File: src/rtl/evt_rx_pkg.sv
package evt_rx_pkg;
  typedef enum logic [2:0] {
    ST_IDLE,
    ST_EVT,
    ST_CFG,
    ST_REL,
    ST_FIRE
  } rx_state_e;
endpackage

File: src/rtl/evt_rx_capture.sv
module evt_rx_capture #(
  parameter int NUM_W  = 12,
  parameter int TYPE_W = 4
) (
  input  logic              clk,
  input  logic              rst_n,
  input  logic              take,
  input  logic [NUM_W+TYPE_W-1:0] word,
  output logic [NUM_W-1:0]  num_q,
  output logic [TYPE_W-1:0] type_q,
  output logic              special,
  output logic              sync,
  output logic              seq_err
);
  localparam int WORD_W = NUM_W + TYPE_W;

  logic              seen_q;
  logic [NUM_W-1:0]  in_num;
  logic [TYPE_W-1:0] in_type;
  logic [NUM_W-1:0]  want_num;

  assign in_num   = word[NUM_W-1:0];
  assign in_type  = word[WORD_W-1:NUM_W];
  assign want_num = num_q + NUM_W'(1);

  always_ff @(posedge clk) begin
    if (!rst_n) begin
      num_q   <= '0;
      type_q  <= '0;
      seen_q  <= 1'b0;
      seq_err <= 1'b0;
    end else begin
      seq_err <= take && seen_q && (in_num != want_num);
      if (take) begin
        num_q  <= in_num;
        type_q <= in_type;
        seen_q <= 1'b1;
      end
    end
  end

  assign special = |type_q;
  assign sync    = &type_q;
endmodule

File: src/rtl/evt_rx_fsm.sv
module evt_rx_fsm
  import evt_rx_pkg::*;
(
  input  logic clk,
  input  logic rst_n,
  input  logic in_valid,
  input  logic pre_req,
  input  logic buf_done,
  input  logic cfg_done,
  output logic ready,
  output logic take,
  output logic busy,
  output logic buf_start,
  output logic cfg_req,
  output logic pulser,
  output logic overrun
);
  rx_state_e st_q, st_d;

  always_comb begin
    st_d = st_q;
    unique case (st_q)
      ST_IDLE: begin
        if (in_valid)     st_d = ST_EVT;
        else if (pre_req) st_d = ST_CFG;
      end
      ST_EVT:  if (buf_done) st_d = ST_IDLE;
      ST_CFG:  if (cfg_done) st_d = ST_REL;
      ST_REL:  st_d = ST_FIRE;
      ST_FIRE: st_d = ST_IDLE;
      default: st_d = ST_IDLE;
    endcase
  end

  always_ff @(posedge clk) begin
    if (!rst_n) begin
      st_q      <= ST_IDLE;
      buf_start <= 1'b0;
    end else begin
      st_q      <= st_d;
      buf_start <= take;
    end
  end

  assign ready   = (st_q == ST_IDLE);
  assign take    = ready && in_valid;
  assign busy    = (st_q == ST_EVT) || (st_q == ST_CFG);
  assign cfg_req = (st_q == ST_CFG);
  assign pulser  = (st_q == ST_FIRE);
  assign overrun = in_valid && busy;
endmodule

File: src/rtl/evt_rx_top.sv
module evt_rx_top #(
  parameter int NUM_W  = 12,
  parameter int TYPE_W = 4
) (
  input  logic                    clk,
  input  logic                    rst_n,
  input  logic                    in_valid,
  output logic                    in_ready,
  input  logic [NUM_W+TYPE_W-1:0] in_data,
  output logic                    busy,
  output logic                    buf_start,
  input  logic                    buf_done,
  output logic [NUM_W-1:0]        evt_num,
  output logic [TYPE_W-1:0]       evt_type,
  output logic                    is_special,
  output logic                    is_sync,
  input  logic                    pre_req,
  output logic                    cfg_req,
  input  logic                    cfg_done,
  output logic                    pulser,
  output logic                    overrun_err,
  output logic                    seq_err
);
  logic take;

  evt_rx_fsm u_fsm (
    .clk       (clk),
    .rst_n     (rst_n),
    .in_valid  (in_valid),
    .pre_req   (pre_req),
    .buf_done  (buf_done),
    .cfg_done  (cfg_done),
    .ready     (in_ready),
    .take      (take),
    .busy      (busy),
    .buf_start (buf_start),
    .cfg_req   (cfg_req),
    .pulser    (pulser),
    .overrun   (overrun_err)
  );

  evt_rx_capture #(.NUM_W(NUM_W), .TYPE_W(TYPE_W)) u_cap (
    .clk     (clk),
    .rst_n   (rst_n),
    .take    (take),
    .word    (in_data),
    .num_q   (evt_num),
    .type_q  (evt_type),
    .special (is_special),
    .sync    (is_sync),
    .seq_err (seq_err)
  );
endmodule

File: config.mk
export PLATFORM = sky130hd
export DESIGN_NAME = evt_rx_top
export DESIGN_NICKNAME = d
export VERILOG_FILES = /design/src/rtl/evt_rx_pkg.sv /design/src/rtl/evt_rx_capture.sv /design/src/rtl/evt_rx_fsm.sv /design/src/rtl/evt_rx_top.sv
export SDC_FILE = /design/constraint.sdc
export NUM_CORES = 1
export LEC_CHECK = 0
export ABC_CLOCK_PERIOD_IN_PS = 2100
export BUFFER_PORTS_ARGS = -buffer_cell sky130_fd_sc_hd__buf_2
export CORE_ASPECT_RATIO = 0.8
export CORE_UTILIZATION = 45
export DETAILED_ROUTE_END_ITERATION = 10
export PLACE_DENSITY = 0.74
export SYNTH_ARGS = -nofsm -noshare
export SYNTH_HDL_FRONTEND = slang
export SYNTH_SLANG_ARGS = --single-unit
File: constraint.sdc
create_clock -name clk -period 2.1 [get_ports clk]
set_input_delay 0.42 -clock clk [delete_from_list [all_inputs] [get_ports clk]]
set_output_delay 0.42 -clock clk [all_outputs]
set_load 0.01 [all_outputs]
**After elaboration in Yosys (flattened, before gate mapping)**

Cells that the tools add are included.

- Register bits: 22
- Bits of input ports: 22
- Output and inout bits: 25
- Word-level logic and storage cells: 29

- $add $sub $neg: 1
- Equality and inequality tests: 8
- Mux-type cells: 5
- Reductions and logical operators: 9

Operator list:

| cell | count |
|---|---|
| 12-bit by 1-bit adder with 12-bit output (second input constant) | 1 |
| 3-bit 2-to-1 mux | 4 |
| 12-bit inequality test | 1 |
| 3-bit case mux with 4 select lines | 1 |
| 3-bit by 2-bit == test with 1-bit output (second input constant) | 2 |
| 1-bit logical AND | 4 |
| 4-bit AND reduction | 1 |
| 4-bit OR reduction | 1 |
| 3-bit by 1-bit == test with 1-bit output (second input constant) | 1 |
| 3-bit == test (second input constant) | 1 |
| 3-bit logical NOT | 1 |
| 3-bit inequality test (second input constant) | 1 |
| 3-bit AND reduction | 1 |
| 2-bit by 1-bit inequality test with 1-bit output (second input constant) | 1 |
| 2-bit inequality test (second input constant) | 1 |
| 1-bit logical OR | 1 |

**Longest topological paths before layout**

Gate-level depths: netlist of the first run.

- Depth after elaboration: 4
- Depth in mapped cells: 7
- Depth with buffers taken out: 6

**Modules after synthesis**

From an unflattened synthesis of the first run, not the netlist that was laid out.

- Cells, all modules: 136
- Area total of the unflattened synthesis: 1336.3 µm²

Modules (own cells, without submodules):

| module | instances | cells each | area an instance (µm²) | seq. area each (µm²) |
|---|---|---|---|---|
| evt_rx_capture | 1 | 112 | 1091.0 | 360.3 |
| evt_rx_fsm | 1 | 24 | 245.2 | 80.1 |

**Worst setup path before layout of the first run**

Ideal clock, no wire load.

- Path type: register to register
- From: reg u_cap.num_q[0]
- To: reg u_cap.seq_err
- Setup time: 0.134 ns
- Arrival time: 1.748 ns
- Data required time: 1.966 ns
- Slack: 0.218 ns
- Cell stages (with the launch flop): 7
- Path buffers: 0
- Period minus slack after synthesis: 1.882 ns
- Cell sequence: dfxtp_1 ha_1 nand3_1 or4_4 a21o_1 a41oi_1 a41oi_1

- Word-level cells in the longest chain between the ends: 3

RTL lines:

| item | RTL line | RTL |
|---|---|---|
| from (decl) | evt_rx_capture.sv:9 | `output logic [NUM_W-1:0] num_q,` |
| from (signal assigned) | evt_rx_capture.sv:35 | `num_q <= in_num;` |
| 12-bit by 1-bit adder with 12-bit output | evt_rx_capture.sv:24 | `assign want_num = num_q + NUM_W'(1);` |
| 12-bit inequality test | evt_rx_capture.sv:33 | `seq_err <= take && seen_q && (in_num != want_num);` |
| 1-bit logical AND | evt_rx_capture.sv:33 |  |
| to (signal assigned) | evt_rx_capture.sv:33 |  |
| to (decl) | evt_rx_capture.sv:13 | `output logic seq_err` |

No other way between the ends.
A chain may end at the register's enable or synchronous reset.

**Final worst setup path of the first run**

- From: reg u_cap.num_q[1]
- To: reg u_cap.seq_err

Same word-level chain as after synthesis.

==> impl_results.md, run 1 <==
* Hold Path Origin: in_data[13]
* Area Growth Syn to Fin at 25.7%
* CTS Hold Bufs at 0
* Total of max-cap violations at 0
* Worst vdd ir at ~0.53 mV
* Reg-to-reg endpoint: u_cap.seq_err
* Status: complete, no violations
* Xor and xnor area share after synthesis at about 12%
* RSZ-0062 raised after global routing: false
* Number of antenna violations at the first check in global routing at 0
* Pleak at between 0.6 and 0.7 nW
* Total track usage at 22.1%
* Fraction of the mapped netlist area in adder cells at 1.83%
* GR Overflow Total at 0
* Worst slew margin at between 60% and 70%
* DR WL/cell at around 13 um
* Fmax at 517 MHz
* DR vias/cell at between 5 and 6
* Critical path startpoint category: register
* Net Count, Synth at ~180
* Share of the synthesized area in compound gates (AO/OA/AOI/OAI) at 18.3%
* DP Wirelength at about 2300 um
* Endpoint kind of the worst setup timing path: register
* Syn Inst Count at around 150
* Final Power at 1.04 mW
* Main combinational cell family by area after synthesis: simple AND/OR/NAND/NOR gates
* # clock sinks at 22
* Simple-Gate Fraction of Synth Area at 29.2%
* Syn_area_per_cell at 8.00 um^2
* Register area share after synthesis at 35.7%
* Total negative slack at 0 ps
* Power density over cell area at 672 nW/um^2
* Cell Area, Synth at 1230 um^2
* N_diodes at 0
* Final period util at a little over 90%
* Root buf cell: clkbuf_4
* Initial Util at 48.9%
* Site row count at 16
* Wire length on met2 at 1490 um
* Clock buffer depth at 2
* Die H at 48.8 um
* R2R Path Start: u_cap.num_q[1]
* Synth cell types at 37
* Post-CTS Setup Bufs at 0
* H-tree Lvls at 1
* Top layer in use: met4
* Slew @ Worst Pin at 576 ps
* DR WL met3 at about 150 um
* Post-CTS sizing at 0
* #FFs+latches synth at 22
* Post-route setup slack at roughly 170 ps
* Detailed Routing Iterations Pass 1 at 4
* CTS tree: built
* Synth warn at 0
* Vias in the first global route at 1195
* Worst min path class: in -> reg
* Core Box Area at 2520 um^2
* Fin Clk Skew at 5.81 ps
* CTS clock-pin slew for the worst setup and hold paths at 130 ps
* Reg2Reg Setup Slack at ~170 ps
* Hold endpoint: u_cap.type_q[1]
* DRC viols at 0
* Endpoints failing setup at 0
* Final hold violations at 0
* Io pins at 47
* Nets at between 200 and 250
* Met1 Routed Length at 1320 um
* Die width at 60.5 um
* Setup WS pre-CTS at 140 ps
* Clk_lat worst skew at about 310 ps
* First-pass GRT wire length at about 5000 um
* Total die area at around 3000 um^2
* Setup CP Type: reg -> reg
* Crit Path Max Fanout at 5
* Total Routed Length at 3000 um
* Fin crit period at about 1900 ps
* GP Congestion at approximately 0.83
* Num CTS Buffers at 3
* Largest net degree at the start of global routing at 20
* Via Count at ~1.2k
* Crit path DAT at 2130 ps
* Antenna viol nets, final at 0
* Fraction of layout cells with a size suffix above 1 at 28.5%
* Final Max Slew Viols at 0
* Crit path from: u_cap.num_q[1]
* Hold Path Stages at 3
* Post-synthesis mux area share at 0%
* Initial DRC count at 92
* Worst Reg2Reg Path Length in Cells at 6
* Worst EP required at 2300 ps
* Port bufs at 46
## synth_stat cells
cell type	count	area (um^2)
buf_4	1	7.51
a211o_1	1	8.76
or4_4	1	11.3
a31oi_1	1	6.26
or3b_1	1	8.76
nor3_1	5	25.0
and3_1	2	12.5
xnor2_1	15	131
or4_1	1	7.51
nor2_1	5	18.8
nand2_1	38	143
a21oi_1	4	20.0
nand2b_1	1	6.26
ha_1	1	12.5
o21a_1	1	7.51
and4_1	2	17.5
dfxtp_1	22	440
nand4_1	1	6.26
maj3_1	1	10.0
nand3b_1	1	7.51
o31ai_1	1	7.51
and2_1	2	12.5
xor2_1	2	17.5
clkbuf_1	4	15.0
or3b_2	1	8.76
buf_2	1	5.00
o211ai_1	2	15.0
a21o_1	1	7.51
nor3b_1	2	15.0
nand3_2	1	10.0
a41oi_1	2	17.5
inv_1	2	7.51
o21ai_0	3	15.0
and3_2	1	7.51
nand3_1	6	30.0
a21boi_0	16	120
or3_1	2	12.5
## worst max-delay path by stage
stage                         end  cells after the start  slack, ps
global route        u_cap.seq_err                      6         30
floorplan           u_cap.seq_err                      6        220
detailed placement  u_cap.seq_err                      6        140
global placement    u_cap.seq_err                      6        220
CTS                 u_cap.seq_err                      6        130
finish              u_cap.seq_err                      6        170
## placed cells by master, fill, tap and decap left out, types with 3 or more instances in the layout
master / synthesis / layout
clkbuf_4: 0 / 3
dfxtp_1: 22 / 21
nor2_1: 5 / 5
a21oi_1: 4 / 4
nand2_1: 38 / 38
buf_2: 1 / 46
nand3_1: 6 / 6
xnor2_1: 15 / 15
nor3_1: 5 / 5
a21boi_0: 16 / 16
o21ai_0: 3 / 3
## metrics by stage
stage	util (%)	cell area [um^2]	instances	hold WS, ps
after CTS	61.4	1550	236	337
final	61.4	1550	236	342
after detailed placement	59.3	1500	232	464
after global placement	59.3	1500	232	448
after global routing	61.4	1550	236	322
after floorplan	-	1230	154	416
## flip-flops by register name, indices dropped and copies added, names as in the netlist
register / cells
u_fsm.st_q: 3
u_cap.type_q: 4
u_fsm.buf_start: 1
u_cap.seq_err: 1
u_cap.seen_q: 1
u_cap.num_q: 12
## layer usage
layer	global-route usage, %	vias to the layer above
li1	-	627
met1	26.5	576
met2	39.0	34
met3	6.37	4
met4	3.79	0
met5	0	-
## layout make-up
| cell class | instances | area, um^2 |
|---|---|---|
| Clock buffer | 3 | 22.5 |
| Clock inverter | 1 | 30.0 |
| Fill cell | 244 | 973 |
| Inverter | 2 | 7.51 |
| Multi-Input combinational cell | 124 | 757 |
| Sequential cell | 22 | 442 |
| Tap cell | 36 | 45.0 |
| Timing Repair Buffer | 48 | 245 |
## critical path, stage by stage, from the launching register on
cell	delay, ps
dfxtp_1	420
ha_1	250
nand3_1	140
or4_4	510
a21o_1	170
a41oi_1	200
a41oi_1	130
## kinds of logic after synthesis
group                      after synthesis
DFF                                     22
buffers and inverters                    8
AOI/OAI and AO/OA                       32
xor gates and xnor gates                17
adders and majority gates                2
and+or+nand+nor                         73
## report_power, final
part | internal (mW) | switching (mW)
Combinational | 0.105 | 0.120
Sequential | 0.448 | 0.0382
Clock | 0.193 | 0.138
Total | 0.746 | 0.296
No activity file was read; power rests on OpenSTA's default activity.
==> run 2, diff against run 1 <==
Settings changed: CTS_BUF_LIST set to sky130_fd_sc_hd__clkbuf_2.
==> impl_results.md, run 2 (same netlist as run 1, synthesis figures left out) <==
* Hold Path Stages at 3 (unchanged)
* DR WL/cell at 12.6 um (-0.73%)
* Setup WS pre-CTS at 140 ps (unchanged)
* Crit path DAT at 2200 ps (+70 ps)
* DRC viols at 0 (unchanged)
* Power density over cell area at 658 nW/um^2 (-2.1%)
* Top Registers: u_cap.num_q: 12 flops, u_cap.type_q: 4 flops, u_fsm.st_q: 3 flops
* Fin crit period at 1950 ps (+13.5 ps)
* Post-CTS sizing at 0 (unchanged)
* Status: complete, no violations
* Total of max-cap violations at 0 (unchanged)
* Die width at 60.5 um (unchanged)
* Nets at 224 (unchanged)
* Port bufs at 46 (unchanged)
* Endpoints failing setup at 0 (unchanged)
* DP Wirelength at 2270 um (unchanged)
* Pleak at 0.657 nW (-0.20%)
* Most common cell after layout, fill and taps aside: buf_2
* Critical path startpoint category: register
* Slowest cell on crit path: or4_4
* Die H at 48.8 um (unchanged)
* Fin Clk Skew at 12.3 ps (+6.46 ps)
* Top reg by flops: u_cap.num_q
* Detailed Routing Iterations Pass 1 at 4 (unchanged)
* Initial Util at 48.9% (unchanged)
* Antenna viol nets, final at 0 (unchanged)
* Fin cells at 236 (unchanged)
* First-pass GRT wire length at 5040 um (+0.26%)
* Max reg flops at 12 (unchanged)
* Worst vdd ir at 0.441 mV (-16%)
* Placed cell count at 232 (unchanged)
* Endpoint kind of the worst setup timing path: register
* Num CTS Buffers at 3 (unchanged)
* Number of antenna violations at the first check in global routing at 0 (unchanged)
* Clock buffer depth at 2 (unchanged)
* Worst path max stage delay at 510 ps (about the same)
* Site row count at 16 (unchanged)
* Total Routed Length at 2970 um (-0.73%)
* Worst Reg2Reg Path Length in Cells at 6 (unchanged)
* Post-route setup slack at 154 ps (-13.5 ps)
* CTS clock-pin slew for the worst setup and hold paths at 230 ps (+100 ps)
* Total track usage at 22.2% (+0.054 points)
* Final period util at 92.7% (+0.64 points)
* Total negative slack at 0 ps (unchanged)
* Clk_lat worst skew at 340 ps (+30 ps)
* Vias in the first global route at 1189 (-0.50%)
* Initial DRC count at 93 (+1.1%)
* Largest net degree at the start of global routing at 20 (unchanged)
* DR vias/cell at 5.25 (about the same)
* GP Congestion at 0.833 (unchanged)
* N_diodes at 0 (unchanged)
* Fmax at 514 MHz (-0.69%)
* Core Box Area at 2520 um^2 (unchanged)
* Area Growth Syn to Fin at 25.1%
* GR Overflow Total at 0 (unchanged)
* # clock sinks at 22 (unchanged)
* Crit path cell chain: ha_1 > nand3_1 > or4_4 > a21o_1 > a41oi_1 > a41oi_1
* Final Max Slew Viols at 0 (unchanged)
* Worst path most repeated cell: a41oi_1
* Final hold violations at 0 (unchanged)
* CTS Hold Bufs at 0 (unchanged)
* Worst min path class: in -> reg
* Crit Path Max Fanout at 5 (unchanged)
* Via Count at 1240 (-0.081%)
* Worst EP required at 2350 ps (+50 ps)
* Total die area at 2950 um^2 (unchanged)
* H-tree Lvls at 1 (unchanged)
* Slew @ Worst Pin at 576 ps (-0.191 ps)
* CTS tree: built
* RSZ-0062 raised after global routing: false
* Setup CP Type: reg -> reg
* Fraction of layout cells with a size suffix above 1 at 28.5% (unchanged)
* Root buf cell: clkbuf_2
* Post-CTS Setup Bufs at 0 (unchanged)
* Most frequent cells in the layout: buf_2, nand2_1, dfxtp_1
* Hold WS at 301 ps (-41.0 ps)
* Io pins at 47 (unchanged)
* Worst slew margin at 61.5% (about the same)
-- run 2: cell counts in the layout (fill, tap and decap cells not counted) --
Identical to the previous run, type by type.
-- run 2: final cells by class --
type                    count  area (um^2)
clock inverters             1         30.0
flip-flops and latches     22          442
repair buffers             48          245
clock buffers               3         15.0
inverters                   2         7.51
fillers                   240          981
multi-input cells         124          757
well taps                  36         45.0
-- run 2: per-layer routing --
metal,GRT usage (%),wire length (um)
met1,26.9,1320
met2,39.2,1480
met3,5.31,137
met4,4.55,32
met5,0,0
-- run 2: worst paths after layout --
path / from / endpoint / slack [ps]
max: u_cap.num_q[1] / u_cap.seq_err / 150
min: in_data[15] / u_cap.type_q[3] / 300
max reg2reg: u_cap.num_q[1] / u_cap.seq_err / 150
min reg2reg: u_cap.type_q[2] / u_cap.type_q[2] / 510
-- run 2: stage by stage --
step / util, % / area [um^2] / power [mW]
floorplan: - / 1230 / 0.629
global placement: 59.3 / 1500 / 0.712
detailed placement: 59.3 / 1500 / 0.721
CTS: 61.1 / 1540 / 1.02
global route: 61.1 / 1540 / 1.07
finish: 61.1 / 1540 / 1.01
-- run 2: critical path: cells and delay by family (launching register included) --
family          cells  cell delay, ps
compound gates      3             510
simple gates        2             650
fa+ha+maj           1             240
flops               1             450
-- run 2: power breakdown --
group          internal [mW]  switching [mW]  total [mW]
logic                  0.105           0.120       0.225
registers              0.448          0.0383       0.487
clock network          0.164           0.139       0.303
==> run 3, diff against run 2 <==
Settings changed: RECOVER_POWER set to 100.
==> impl_results.md, run 3 (same netlist as run 1, synthesis figures left out) <==
* Via Count at 1245 (+0.40%)
* Vias in the first global route at 1189 (unchanged)
* Total Routed Length at 3000 um (+0.81%)
* Total track usage at 22.2% (unchanged)
* DR vias/cell at 5.28 (+0.40%)
* Port bufs at 46 (unchanged)
* Worst slew margin at 61.7% (+0.20 points)
* Detailed Routing Iterations Pass 1 at 4 (unchanged)
* Crit path DAT at 2190 ps (about the same)
* Worst EP required at 2340 ps (about the same)
* Fillers at 249 (+3.8%)
* Pleak at 0.561 nW (-15%)
* Crit Path Max Fanout at 5 (unchanged)
* Top Registers: u_cap.num_q: 12 flops, u_cap.type_q: 4 flops, u_fsm.st_q: 3 flops
* Fin Clk Skew at 5.56 ps (-6.70 ps)
* Fin crit period at 1950 ps (+5.12 ps)
* Largest net degree at the start of global routing at 20 (unchanged)
* Worst min path class: in -> reg
* Nets at 224 (unchanged)
* Endpoint kind of the worst setup timing path: register
* R2R Path Start: u_cap.num_q[1]
* Site row count at 16 (unchanged)
* Die H at 48.8 um (unchanged)
* Root buf cell: clkbuf_2
* Clk_lat worst skew at 330 ps (about the same)
* Number of antenna violations at the first check in global routing at 0 (unchanged)
* Combinational share of power at 21.4% (-0.8 points)
* Area Growth Syn to Fin at 22.2%
* Worst vdd ir at 0.442 mV (about the same)
* Io pins at 47 (unchanged)
* Die width at 60.5 um (unchanged)
* Clock power frac at 30.0% (+0.2 points)
* Initial DRC count at 83 (-11%)
* Final period util at 92.9% (+0.24 points)
* Net switching power at 0.296 mW (-0.21%)
* CTS tree: built
* Initial Util at 48.9% (unchanged)
* Total of max-cap violations at 0 (unchanged)
* Hold Path Origin: in_data[15]
* Fmax at 513 MHz (-0.26%)
* Post-CTS Setup Bufs at 0 (unchanged)
* Num CTS Buffers at 3 (unchanged)
* Setup CP Type: reg -> reg
* Hold WS at 298 ps (-2.86 ps)
* Fraction of layout cells with a size suffix above 1 at 16.5% (-12 points)
* GR Overflow Total at 0 (unchanged)
* DR WL/cell at 12.7 um (+0.81%)
* RSZ-0062 raised after global routing: false
* Total die area at 2950 um^2 (unchanged)
* Clock buffer depth at 2 (unchanged)
* Slew @ Worst Pin at 573 ps (-2.95 ps)
* Critical path startpoint category: register
* DP Wirelength at 2270 um (unchanged)
* Endpoints failing setup at 0 (unchanged)
* Final hold violations at 0 (unchanged)
* First-pass GRT wire length at 5040 um (unchanged)
* H-tree Lvls at 1 (unchanged)
* Total negative slack at 0 ps (unchanged)
* Max reg flops at 12 (unchanged)
* GP Congestion at 0.833 (unchanged)
* Sw Ratio at 29.5% (+0.29 points)
* Flop pwr share at 48.6% (+0.6 points)
* Crit path from: u_cap.num_q[1]
* Setup WS pre-CTS at 140 ps (unchanged)
* Status: complete, no violations
* Most common cell after layout, fill and taps aside: nand2_1
* Most frequent cells in the layout: nand2_1, clkbuf_1, buf_2
* Post-route setup slack at 149 ps (-5.12 ps)
* Power density over cell area at 665 nW/um^2 (+1.1%)
* Internal Power at 0.706 mW (-1.6%)
* Final Max Slew Viols at 0 (unchanged)
* Top reg by flops: u_cap.num_q
* CTS clock-pin slew for the worst setup and hold paths at 220 ps (about the same)
* # clock sinks at 22 (unchanged)
* DRC viols at 0 (unchanged)
* Core Box Area at 2520 um^2 (unchanged)
* Antenna viol nets, final at 0 (unchanged)
* N_diodes at 0 (unchanged)
[run 3: cell count changes in the layout (fill, tap and decap cells not counted), sizes merged]
| cell | change |
|---|---|
| buf | -25 |
| clkbuf | +25 |
[run 3: critical path: stages, from the launching register on]
cell and delay [ps]:
dfxtp_1 440, ha_1 240, nand3_1 150, or4_4 520
a21o_1 180, a41oi_1 200, a41oi_1 130
[run 3: worst paths after layout]
kind	endpoint	slack, ps	depth (start not counted)
worst max-delay path	u_cap.seq_err	150	6
worst min-delay path	u_cap.type_q[3]	300	3
worst max register to register	u_cap.seq_err	150	6
worst min register to register	u_cap.seen_q	510	1
[run 3: power groups by stage]
stage	Clock (mW)	Combinational, mW	Sequential [mW]
after floorplan	0	0.134	0.495
final	0.301	0.214	0.487
after global routing	0.330	0.240	0.494
after global placement	0	0.221	0.491
after detailed placement	0	0.227	0.495
after CTS	0.306	0.227	0.486
[run 3: per-layer routing]
metal / global-route usage [%] / part of all wire, % / vias to the layer above / routed length [um]
met5: 0 / 0 / - / 0
met4: 4.55 / 0.83 / 0 / 25
met3: 5.31 / 4.7 / 4 / 142
met2: 39.2 / 50 / 32 / 1500
met1: 26.9 / 44 / 583 / 1330
li1: - / - / 626 / -
[run 3: timing repair]
item | 4_1_cts | 5_1_grt
hold buffers | 0 | 0
endpoints found under the setup margin | 0 | 1
gates resized for setup | 0 | 1
[run 3: area by class of cell]
type / count / area (um^2) / area share, %
repair buffers: 48 / 210 / 14.0
flip-flops and latches: 22 / 442 / 29.3
multi-input cells: 124 / 757 / 50.2
well taps: 36 / 45.0 / 2.99
clock buffers: 3 / 15.0 / 0.997
inverters: 2 / 7.51 / 0.498
clock inverters: 1 / 30.0 / 1.99
[run 3: stage by stage]
stage	instances	total power, mW	util (%)	instance area (um^2)
global route	236	1.06	59.7	1510
global placement	232	0.712	59.3	1500
CTS	236	1.02	61.1	1540
floorplan	154	0.629	-	1230
detailed placement	232	0.721	59.3	1500
finish	236	1.00	59.7	1510
